### src/rtl/bsr_pkg.sv
package bsr_pkg;

    localparam int CFG_W     = 16;
    localparam int WORD_W    = 16;
    localparam int REG_AW    = 8;
    localparam int LAT_W     = 5;
    localparam int YLAT_W    = 3;
    localparam int BLEN_W    = 4;

    // bit positions whose behaviour depends on them
    localparam int B_MODE    = 15;
    localparam int B_XHI     = 13;
    localparam int B_XLO     = 11;
    localparam int B_DIV     = 10;
    localparam int B_YSEL    = 9;
    localparam int B_LEAD    = 8;
    localparam int B_ORDER   = 7;

    localparam logic [CFG_W-1:0]  CFG_RESET = 16'h8000;
    localparam logic [CFG_W-1:0]  CFG_WMASK = 16'hBFC7;
    localparam logic [REG_AW-1:0] CFG_RADDR = 8'h05;

    localparam logic [2:0] LEN_CODE_8    = 3'b010;
    localparam logic [2:0] LEN_CODE_CONT = 3'b111;

    typedef enum logic [1:0] {
        ST_ASYNC = 2'd0,
        ST_IDLE  = 2'd1,
        ST_WAIT  = 2'd2,
        ST_DATA  = 2'd3
    } bsr_state_e;

    typedef struct packed {
        logic              async_mode;
        logic              ready_lead;
        logic              seq_order;
        logic              cont;
        logic [BLEN_W-1:0] blen;
        logic [LAT_W-1:0]  xlat;
        logic [YLAT_W-1:0] ylat;
    } bsr_mode_t;

endpackage

### src/rtl/bsr_cfg_reg.sv
module bsr_cfg_reg
    import bsr_pkg::*;
(
    input  logic              clk,
    input  logic              rst_n,
    input  logic              we,
    input  logic [CFG_W-1:0]  wdata,
    input  logic [REG_AW-1:0] raddr,
    output logic [CFG_W-1:0]  rdata,
    output logic [CFG_W-1:0]  cfg_word,
    output bsr_mode_t         mode
);

    // one flop per writable bit, constant zero for reserved bits
    for (genvar i = 0; i < CFG_W; i++) begin : g_bit
        if (CFG_WMASK[i]) begin : g_flop
            logic bit_q;
            always_ff @(posedge clk or negedge rst_n) begin
                if (!rst_n)  bit_q <= CFG_RESET[i];
                else if (we) bit_q <= wdata[i];
            end
            assign cfg_word[i] = bit_q;
        end else begin : g_zero
            assign cfg_word[i] = 1'b0;
        end
    end

    assign rdata = (raddr == CFG_RADDR) ? cfg_word : '0;

    logic [LAT_W-1:0]  x_base;
    logic [YLAT_W-1:0] y_base;

    always_comb begin
        x_base = LAT_W'(cfg_word[B_XHI:B_XLO]) + LAT_W'(2);
        y_base = cfg_word[B_YSEL] ? YLAT_W'(2) : YLAT_W'(1);

        mode.async_mode = cfg_word[B_MODE];
        mode.ready_lead = cfg_word[B_LEAD];
        mode.seq_order  = cfg_word[B_ORDER];
        mode.cont       = (cfg_word[2:0] == LEN_CODE_CONT);
        mode.blen       = (cfg_word[2:0] == LEN_CODE_8) ? BLEN_W'(8) : BLEN_W'(4);
        mode.xlat       = cfg_word[B_DIV] ? (x_base << 1) : x_base;
        mode.ylat       = cfg_word[B_DIV] ? (y_base << 1) : y_base;
    end

endmodule

### src/rtl/bsr_addr_gen.sv
module bsr_addr_gen
    import bsr_pkg::*;
#(
    parameter int ADDR_W = 8
) (
    input  logic [ADDR_W-1:0] start_addr,
    input  logic [ADDR_W-1:0] idx,
    input  logic              seq_order,
    input  logic              cont,
    input  logic [BLEN_W-1:0] blen,
    output logic [ADDR_W-1:0] word_addr
);

    localparam logic [ADDR_W-1:0] MASK4 = ADDR_W'(3);
    localparam logic [ADDR_W-1:0] MASK8 = ADDR_W'(7);

    logic [ADDR_W-1:0] win_mask;
    logic [ADDR_W-1:0] base;
    logic [ADDR_W-1:0] off;

    always_comb begin
        win_mask = (blen == BLEN_W'(8)) ? MASK8 : MASK4;
        base     = start_addr & ~win_mask;
        off      = start_addr & win_mask;
        if (cont)
            word_addr = start_addr + idx;
        else if (seq_order)
            word_addr = base | ((off + idx) & win_mask);
        else
            word_addr = base | ((off ^ idx) & win_mask);
    end

endmodule

### src/rtl/bsr_word_rom.sv
module bsr_word_rom
    import bsr_pkg::*;
#(
    parameter int ADDR_W = 8
) (
    input  logic [ADDR_W-1:0] addr,
    output logic [WORD_W-1:0] data
);

    localparam logic [15:0] MULT = 16'h2F1B;
    localparam logic [15:0] SALT = 16'hC3A5;

    logic [15:0] a16;

    always_comb begin
        a16  = 16'(addr);
        data = WORD_W'((a16 * MULT) ^ SALT);
    end

endmodule

### src/rtl/bsr_burst_reader.sv
module bsr_burst_reader
    import bsr_pkg::*;
#(
    parameter int ADDR_W = 8
) (
    input  logic              clk,
    input  logic              rst_n,
    input  logic              cfg_we,
    input  logic [15:0]       cfg_wdata,
    input  logic [7:0]        sig_addr,
    output logic [15:0]       sig_data,
    input  logic              rd_strobe,
    input  logic [ADDR_W-1:0] rd_addr,
    output logic [15:0]       rd_data,
    output logic              rd_ready
);

    logic [CFG_W-1:0]  cfg_word;
    bsr_mode_t         mode;

    bsr_state_e        state_q, state_d;
    logic [LAT_W-1:0]  lat_cnt_q;
    logic [ADDR_W-1:0] idx_q;
    logic [ADDR_W-1:0] start_q;
    logic              bp_seq_q;
    logic              bp_cont_q;
    logic [BLEN_W-1:0] bp_blen_q;
    logic [YLAT_W-1:0] bp_ylat_q;
    logic [WORD_W-1:0] data_q;

    logic [ADDR_W-1:0] gen_idx;
    logic [ADDR_W-1:0] gen_addr;
    logic [WORD_W-1:0] burst_word;
    logic [WORD_W-1:0] async_word;
    logic              strobe_go;
    logic              lat_done;
    logic              last_word;
    logic              valid_now;
    logic              valid_next;

    bsr_cfg_reg u_cfg (
        .clk      (clk),
        .rst_n    (rst_n),
        .we       (cfg_we),
        .wdata    (cfg_wdata),
        .raddr    (sig_addr),
        .rdata    (sig_data),
        .cfg_word (cfg_word),
        .mode     (mode)
    );

    bsr_addr_gen #(.ADDR_W(ADDR_W)) u_agen (
        .start_addr (start_q),
        .idx        (gen_idx),
        .seq_order  (bp_seq_q),
        .cont       (bp_cont_q),
        .blen       (bp_blen_q),
        .word_addr  (gen_addr)
    );

    bsr_word_rom #(.ADDR_W(ADDR_W)) u_rom_burst (
        .addr (gen_addr),
        .data (burst_word)
    );

    bsr_word_rom #(.ADDR_W(ADDR_W)) u_rom_async (
        .addr (rd_addr),
        .data (async_word)
    );

    assign strobe_go = rd_strobe & ~mode.async_mode;
    assign lat_done  = (lat_cnt_q == '0);
    assign last_word = ~bp_cont_q && (idx_q == ADDR_W'(bp_blen_q - BLEN_W'(1)));
    assign gen_idx   = (state_q == ST_DATA) ? (idx_q + ADDR_W'(1)) : idx_q;

    // next-state logic
    always_comb begin
        state_d = state_q;
        if (mode.async_mode) begin
            state_d = ST_ASYNC;                       // mode-async
        end else if (rd_strobe) begin
            state_d = ST_WAIT;                        // strobe-latch
        end else begin
            unique case (state_q)
                ST_ASYNC: state_d = ST_IDLE;          // mode-sync
                ST_IDLE:  state_d = ST_IDLE;
                ST_WAIT:  if (lat_done) state_d = ST_DATA;   // latency-expire
                ST_DATA:  if (lat_done && last_word) state_d = ST_IDLE; // burst-end
            endcase
        end
    end

    // state register
    always_ff @(posedge clk or negedge rst_n) begin
        if (!rst_n) state_q <= ST_ASYNC;
        else        state_q <= state_d;
    end

    // burst datapath: latency counter, word index, held word
    always_ff @(posedge clk or negedge rst_n) begin
        if (!rst_n) begin
            lat_cnt_q <= '0;
            idx_q     <= '0;
            start_q   <= '0;
            bp_seq_q  <= 1'b0;
            bp_cont_q <= 1'b0;
            bp_blen_q <= BLEN_W'(4);
            bp_ylat_q <= YLAT_W'(1);
            data_q    <= '0;
        end else if (strobe_go) begin
            start_q   <= rd_addr;
            idx_q     <= '0;
            lat_cnt_q <= mode.xlat - LAT_W'(1);
            bp_seq_q  <= mode.seq_order;
            bp_cont_q <= mode.cont;
            bp_blen_q <= mode.blen;
            bp_ylat_q <= mode.ylat;
        end else begin
            unique case (state_q)
                ST_WAIT: begin
                    if (lat_done) begin
                        data_q    <= burst_word;
                        lat_cnt_q <= LAT_W'(bp_ylat_q) - LAT_W'(1);
                    end else begin
                        lat_cnt_q <= lat_cnt_q - LAT_W'(1);
                    end
                end
                ST_DATA: begin
                    if (lat_done) begin
                        if (!last_word) begin          // word-advance
                            idx_q     <= idx_q + ADDR_W'(1);
                            data_q    <= burst_word;
                            lat_cnt_q <= LAT_W'(bp_ylat_q) - LAT_W'(1);
                        end
                    end else begin
                        lat_cnt_q <= lat_cnt_q - LAT_W'(1);
                    end
                end
                ST_ASYNC, ST_IDLE: begin
                    lat_cnt_q <= lat_cnt_q;
                end
            endcase
        end
    end

    // outputs
    always_comb begin
        valid_now  = (state_q == ST_DATA);
        valid_next = (state_d == ST_DATA);
        if (mode.async_mode) begin
            rd_data  = async_word;
            rd_ready = 1'b1;
        end else begin
            rd_data  = data_q;
            rd_ready = mode.ready_lead ? valid_next : valid_now;
        end
    end

endmodule

### config.mk
export PLATFORM = sky130hd
export DESIGN_NAME = bsr_burst_reader
export DESIGN_NICKNAME = d
export VERILOG_FILES = /design/src/rtl/bsr_pkg.sv /design/src/rtl/bsr_cfg_reg.sv /design/src/rtl/bsr_addr_gen.sv /design/src/rtl/bsr_word_rom.sv /design/src/rtl/bsr_burst_reader.sv
export SDC_FILE = /design/constraint.sdc
export NUM_CORES = 1
export LEC_CHECK = 0
export BUFFER_PORTS_ARGS = -buffer_cell sky130_fd_sc_hd__clkbuf_2
export CAP_MARGIN = 20
export CORE_ASPECT_RATIO = 0.7
export CORE_UTILIZATION = 50
export DETAILED_ROUTE_END_ITERATION = 7
export PLACE_DENSITY = 0.65
export SYNTH_ARGS = -nofsm -noshare
export SYNTH_HDL_FRONTEND = slang
export SYNTH_HIERARCHICAL = 1
export SYNTH_SLANG_ARGS = --single-unit
### constraint.sdc
create_clock -name clk -period 6.38 [get_ports clk]
set_input_delay 1.276 -clock clk [delete_from_list [all_inputs] [get_ports clk]]
set_output_delay 1.276 -clock clk [all_outputs]
set_load 0.05 [all_outputs]
==> metrics, run 1 <==
outcome=finished clean; Setup CP Type=in -> out; Hold Crit Class=reg -> reg; Overall Global Routing Usage=0.234; layout cells sized above 1=0.219; Critical Path Source Type=primary input; Synth Instances=765; Critical Path Sink Type=output port; crit-path cells=clkbuf_2 > ha_4 > inv_1 > fa_1 > inv_2 > fa_1 > inv_2 > fa_1 > ha_4 > a2111oi_4 > o211ai_1 > o2111ai_2 > a311oi_2 > xnor2_1 > mux2_4 > buf_8; TritonCTS clock tree=built; Routed wire per std cell=15.6 um; Critical Path Most Common Cell=fa_1; clock buffer depth=2; post-DP HPWL=13,000 um; Leak=4.00 nW; Mean Syn Cell Area=between 9 and 10 sq um; routability cong.=0.890; Synth-to-Final Area Change=13.7%; Ant. Diodes=0; Worst slew margin=0.389; min cycle time layout=6.21 ns; Final Cell Area=8060 sq um; I/O Pins=69; fin crit share=0.973; die area=~15,000 sq um; GR Overflow Total=0; Crit path required time=5.10 ns; placeable core area=13,500 sq um; delay-heaviest family, CP=adder cells; mapped cell area=between 7000 and 8000 sq um; Post-Route Setup TNS=0 ns; Max-Cap Viols=0; Max Fclk=0.161 GHz; cell internal pwr=0.00208 W; Clk Latency, worst-skew pair=roughly 0.33 ns; Final Power=0.00408 W; chip width=144 um; crit path DAT=4.93 ns; maximum VDD drop=0.000695 V; Max stage delay cell, worst path=fa_1; largest net degree at the start of global routing=between 60 and 70; row count=35; vias=5,608; DRC Markers=0; CTS root buffer=clkbuf_16; final setup violation count=0; H-Tree Depth=3; CTS sink cnt=60; port bufs=60; Max FO, Critical Path=2; Synthesis Warnings=6; Clock Skew=0.00641 ns; Filler Cell Count=1,186; combinational share of power=0.746; slowest stage delay, CP=0.58 ns; overall die height=roughly 100 um; Layout Nets=1,016; Clock transition at path regs=0.05 ns; clock power share=0.120; Routed WL=16,000 um; placed cell area=7640 sq um; first-pass GRT wire length=approximately 27,000 um; CP Buf/Inv Count=5; Switching Power=0.00200 W; post-CTS setup repair buffer count=0; sequential share of power=0.134; vias in the first global route=5,385; Power Dens Cells=just over 500 nW/um^2; final hold vios=0; CTS Buf Count=9; Final ANT Viol Nets=0; Initial Util=0.526; Worst-Margin Slew=0.917 ns; Core Util, Final=0.598; vias per inst=5.47; Hold Buf Count CTS=0; Initial DRT Pass Iterations=5; Slew Limit Fails=0; Net Sw Frac=0.489; DR iter-0 viols=roughly 310; initial antenna violation count=0
[power groups by stage]
stage / Clock [W] / Combinational [W] / Sequential [W]
after global routing: 0.000519 / 0.00340 / 0.000556
after global placement: 0 / 0.00289 / 0.000546
after floorplan: 0 / 0.00234 / 0.000510
after CTS: 0.000503 / 0.00301 / 0.000543
final: 0.000490 / 0.00304 / 0.000546
after detailed placement: 0 / 0.00297 / 0.000549
[per-stage QoR]
step / cells / setup WS [ns] / hold slack, ns
global placement: 1010 / -0.0827 / 0.474
CTS: 1026 / 0.0283 / 0.492
floorplan: 770 / 0.208 / 0.452
detailed placement: 1010 / -0.0887 / 0.472
global route: 1026 / -0.0272 / 0.521
finish: 1026 / 0.170 / 0.485
[worst reg2reg max path, delay by kind of cell, from the launching register on]
| family | cells | cell delay, ns |
|---|---|---|
| AOI/OAI and AO/OA | 8 | 1.80 |
| xor gates and xnor gates | 1 | 0.21 |
| adders and majority gates | 7 | 2.75 |
| buffers and inverters | 3 | 0.19 |
| DFF | 1 | 0.45 |
| muxes | 2 | 0.56 |
[layout by cell type (no fill, tap or decap), types with 4 or more instances in the layout]
cell type  instances
xor2_1            16
o31ai_1            5
o21a_1             7
dfrtp_1           56
nor3_2            10
conb_1             6
mux2_2            25
a211oi_1           7
clkbuf_16          9
ha_1              94
nand3_1            6
or3_1              4
o211ai_1           8
nand2b_1           5
buf_4             24
clkbuf_2          57
or4_1              6
nor3_1            21
nor2_1            25
nand2_1           86
a21oi_1           27
fa_1              45
a211o_1            5
o21ai_0           20
nand4_1            5
xnor2_1           38
mux2_4            11
inv_2              5
a21o_1             8
a31oi_1            4
o21ai_1           12
a211oi_2           4
inv_1            102
[what timing repair did]
item / in CTS / in global routing
pin swaps: 5 / 13
gates resized for setup: 3 / 27
endpoints found under the setup margin: 2 / 8
[routing by layer]
layer	global-route usage	part of all wire
met4	0.0453	0.0068
met1	0.366	0.53
met3	0.0350	0.039
met5	0	0
met2	0.339	0.43
[state kept, by name, summed over array words and instances (netlist names)]
signal / flops
data_q: 16
state_q: 2
bp_cont_q: 1
idx_q: 8
lat_cnt_q: 5
start_q: 8
bp_ylat_q: 3
u_cfg/g_bit.g_flop.bit_q: 12
bp_seq_q: 1
bp_blen_q: 4
[final cells by class]
type                            count  area [sq um]  area share
Timing Repair Buffer               85           508      0.0630
Inverter                          107           402      0.0498
Tap cell                          185           231      0.0287
Clock buffer                       10           239      0.0296
Sequential cell                    60          1510       0.187
Clock inverter                      6          63.8     0.00792
Multi-Input combinational cell    573          5110       0.634
[path summary, 6_finish.rpt]
kind | depth (start not counted) | from | slack, ns | to
worst max-delay path | 16 | rd_addr[7] | 0.17 | rd_data[15]
worst min-delay path | 2 | start_q[0] | 0.48 | start_q[0]
worst max register to register | 21 | idx_q[1] | 0.31 | data_q[15]
worst min register to register | 2 | start_q[0] | 0.48 | start_q[0]
max in group asynchronous | 2 | rst_n | 4.67 | idx_q[1]
min in group asynchronous | 2 | rst_n | 1.11 | data_q[10]
No activity file was read; power rests on OpenSTA's default activity.
==> run 2, diff against run 1 <==
--- a/config.mk
+++ b/config.mk
@@ -13,5 +13,4 @@
 export PLACE_DENSITY = 0.65
 export SYNTH_ARGS = -nofsm -noshare
 export SYNTH_HDL_FRONTEND = slang
-export SYNTH_HIERARCHICAL = 1
 export SYNTH_SLANG_ARGS = --single-unit
==> run 2 against run 1 <==
Against the previous run: total power fell by 3.4%; combinational power down 4%; clock skew increased by 0.0025 ns; critical path type unchanged; cell count fell by 6.9%; sequential cell count shrank 2; final area shrank 6.2%; largest power group unchanged; synthesized cell count fell by 6.1%; hold slack worse by 0.014 ns; fmax shrank 1.3%.
==> metrics, run 2 <==
Hold Buf Count CTS=0 (unchanged); Synth Instances=718 (-6.1%); Synthesis Warnings=0 (-6); post-DP HPWL=12,700 um (-1.7%); vias in the first global route=5,299 (-1.6%); leading registers by flop count=data_q (16), u_cfg.g_bit.g_flop.bit_q (12); Initial Util=0.525 (-0.000830); cell taking the most area after synthesis=dfrtp_1; first-pass GRT wire length=26,100 um (-2.2%); vias per inst=5.51 (+0.73%); CTS sink cnt=58 (-3.3%); I/O Pins=69 (unchanged); Power Dens Cells=521 nW/um^2 (+3.0%); Final ANT Viol Nets=0 (unchanged); Routed wire per std cell=16.2 um (+4.4%); maximum VDD drop=0.000671 V (-3.5%); CTS Buf Count=9 (unchanged); port bufs=60 (unchanged); final hold vios=0 (unchanged); largest reg by FF count=data_q; initial antenna violation count=0 (unchanged); sequential area share after synthesis=0.219; Worst slew margin=0.442 (+0.0533); chip width=140 um (-3.1%); vias=5,258 (-6.2%); Post-Route Setup TNS=0 ns (unchanged); Clock transition at path regs=0.05 ns (about the same); largest net degree at the start of global routing=59 (-3.3%); DRC Markers=0 (unchanged); Yosys top cell area share=0.207; sequential share of power=0.133 (about the same); TritonCTS clock tree=built; Ant. Diodes=0 (unchanged); Synth-to-Final Area Change=13.6% (about the same); most common cell after layout, fill and taps aside=ha_1; Post-synth EDFFs=0; fin crit share=0.987 (+0.0132); placeable core area=12,700 sq um (-6.0%); mapped cell area=6650 sq um (-6.2%); crit path DAT=5.02 ns (+0.09 ns); Slew Limit Fails=0 (unchanged); Mean Syn Cell Area=9.27 sq um (about the same); final setup violation count=0 (unchanged); Net Sw Frac=0.494 (+0.00413); DR iter-0 viols=205 (-34%); Seq cells post-synth=58; row count=34 (-2.9%); max reg flops=16 (unchanged); Cell variety after synth=between 60 and 70; GR Overflow Total=0 (unchanged); top_reg_cell synth=dfrtp_1; RSZ-0062 raised after global routing=true; placed cell area=7180 sq um (-6.0%); Worst-Margin Slew=0.835 ns (-0.0819 ns); routability cong.=0.901 (+1.2%); outcome=finished clean; synth top area cells=dfrtp_1, ha_1, fa_1; overall die height=98.5 um (-3.1%); worst hold slack=0.471 ns (-0.0141 ns); layout cells sized above 1=0.178 (-0.0410); clock power share=0.124 (+0.004); Overall Global Routing Usage=0.242 (+0.00786); Clock Skew=0.00895 ns (+0.00254 ns); Layout Nets=971 (-4.4%); Critical Path Source Type=primary input; min cycle time layout=6.29 ns (+0.0844 ns); Clk Latency, worst-skew pair=0.33 ns (about the same); Setup CP Type=in -> out; combinational share of power=0.743 (-0.003); cell internal pwr=0.00200 W (-4.2%); clock buffer depth=2 (unchanged); CTS resizes=0 (-3); Routed WL=15,500 um (-2.8%); Initial DRT Pass Iterations=4 (-1); Post-synth ARST share=1.00; Max FO, Critical Path=4 (+2); Leak=3.83 nW (-4.3%); Post-synth top cells=ha_1, inv_1, nand2_1; Max-Cap Viols=0 (unchanged); die area=13,800 sq um (-6.1%); Max Fclk=0.159 GHz (-1.3%); most frequent cells in the layout=ha_1, inv_1, nand2_1; CTS root buffer=clkbuf_16; Switching Power=0.00194 W (-2.6%); Crit path required time=5.10 ns (about the same); Critical Path Sink Type=output port; Final Cell Area=7560 sq um (-6.2%); top-count cell post-synth=ha_1; post-CTS setup repair buffer count=0 (unchanged); H-Tree Depth=3 (unchanged); Hold Crit Class=reg -> reg
## run 2: cell type report
class	count	area, sq um
fillers	1125	5120
repair buffers	78	453
multi-input cells	552	4810
clock buffers	14	264
clock inverters	2	35.0
flip-flops and latches	58	1460
inverters	89	334
well taps	162	203
## run 2: worst max-delay path: stages
cell	delay [ns]
clkbuf_2	0.14
inv_1	0.07
ha_1	0.29
inv_1	0.06
fa_1	0.50
inv_1	0.06
fa_1	0.49
inv_1	0.04
ha_1	0.28
ha_1	0.22
or3_1	0.33
a311oi_2	0.30
buf_4	0.17
nor2_1	0.07
a21oi_2	0.14
xnor2_1	0.11
mux2_2	0.28
buf_4	0.19
## run 2: layer usage
metal,up-vias,wire length (um),track usage
met2,107,6700,0.359
met5,-,0,0
met1,2576,7960,0.368
li1,2560,-,-
met4,0,175,0.0600
met3,15,670,0.0360
## run 2: final timing paths
kind	from	to	slack, ns	cells past startpoint
hold reg to reg	data_q[3]	data_q[3]	0.47	2
setup reg to reg	idx_q[0]	data_q[15]	0.31	25
setup / recovery	rd_addr[6]	rd_data[11]	0.09	18
hold / removal	data_q[3]	data_q[3]	0.47	2
min in group asynchronous	rst_n	start_q[7]	1.11	2
max in group asynchronous	rst_n	u_cfg.g_bit[9].g_flop.bit_q	4.75	2
## run 2: through the flow
step	cells	utilization	setup slack (ns)	power, W
after CTS	955	0.590	0.0165	0.00390
after global placement	939	0.567	0.0281	0.00329
after floorplan	721	-	0.0973	0.00268
final	955	0.596	0.0860	0.00394
after global routing	955	0.596	-0.0390	0.00433
after detailed placement	939	0.567	0.0498	0.00339
## run 2: kinds of logic (layout without fill, tap and decap cells)
family,Yosys count,count (layout),synth area share
mux,27,27,0.0448
xor+xnor,57,57,0.0750
fa+ha+maj,147,147,0.327
buf+inv,111,183,0.0686
other cells,1,4,0.000564
flops,58,58,0.219
simple gates,186,186,0.138
compound gates,131,131,0.127
## run 2: power by group through the flow
stage | combinational, W | clock, W | sequential [W]
finish | 0.00293 | 0.000488 | 0.000523
global route | 0.00329 | 0.000515 | 0.000533
CTS | 0.00288 | 0.000497 | 0.000522
detailed placement | 0.00286 | 0 | 0.000527
global placement | 0.00277 | 0 | 0.000523
floorplan | 0.00219 | 0 | 0.000496
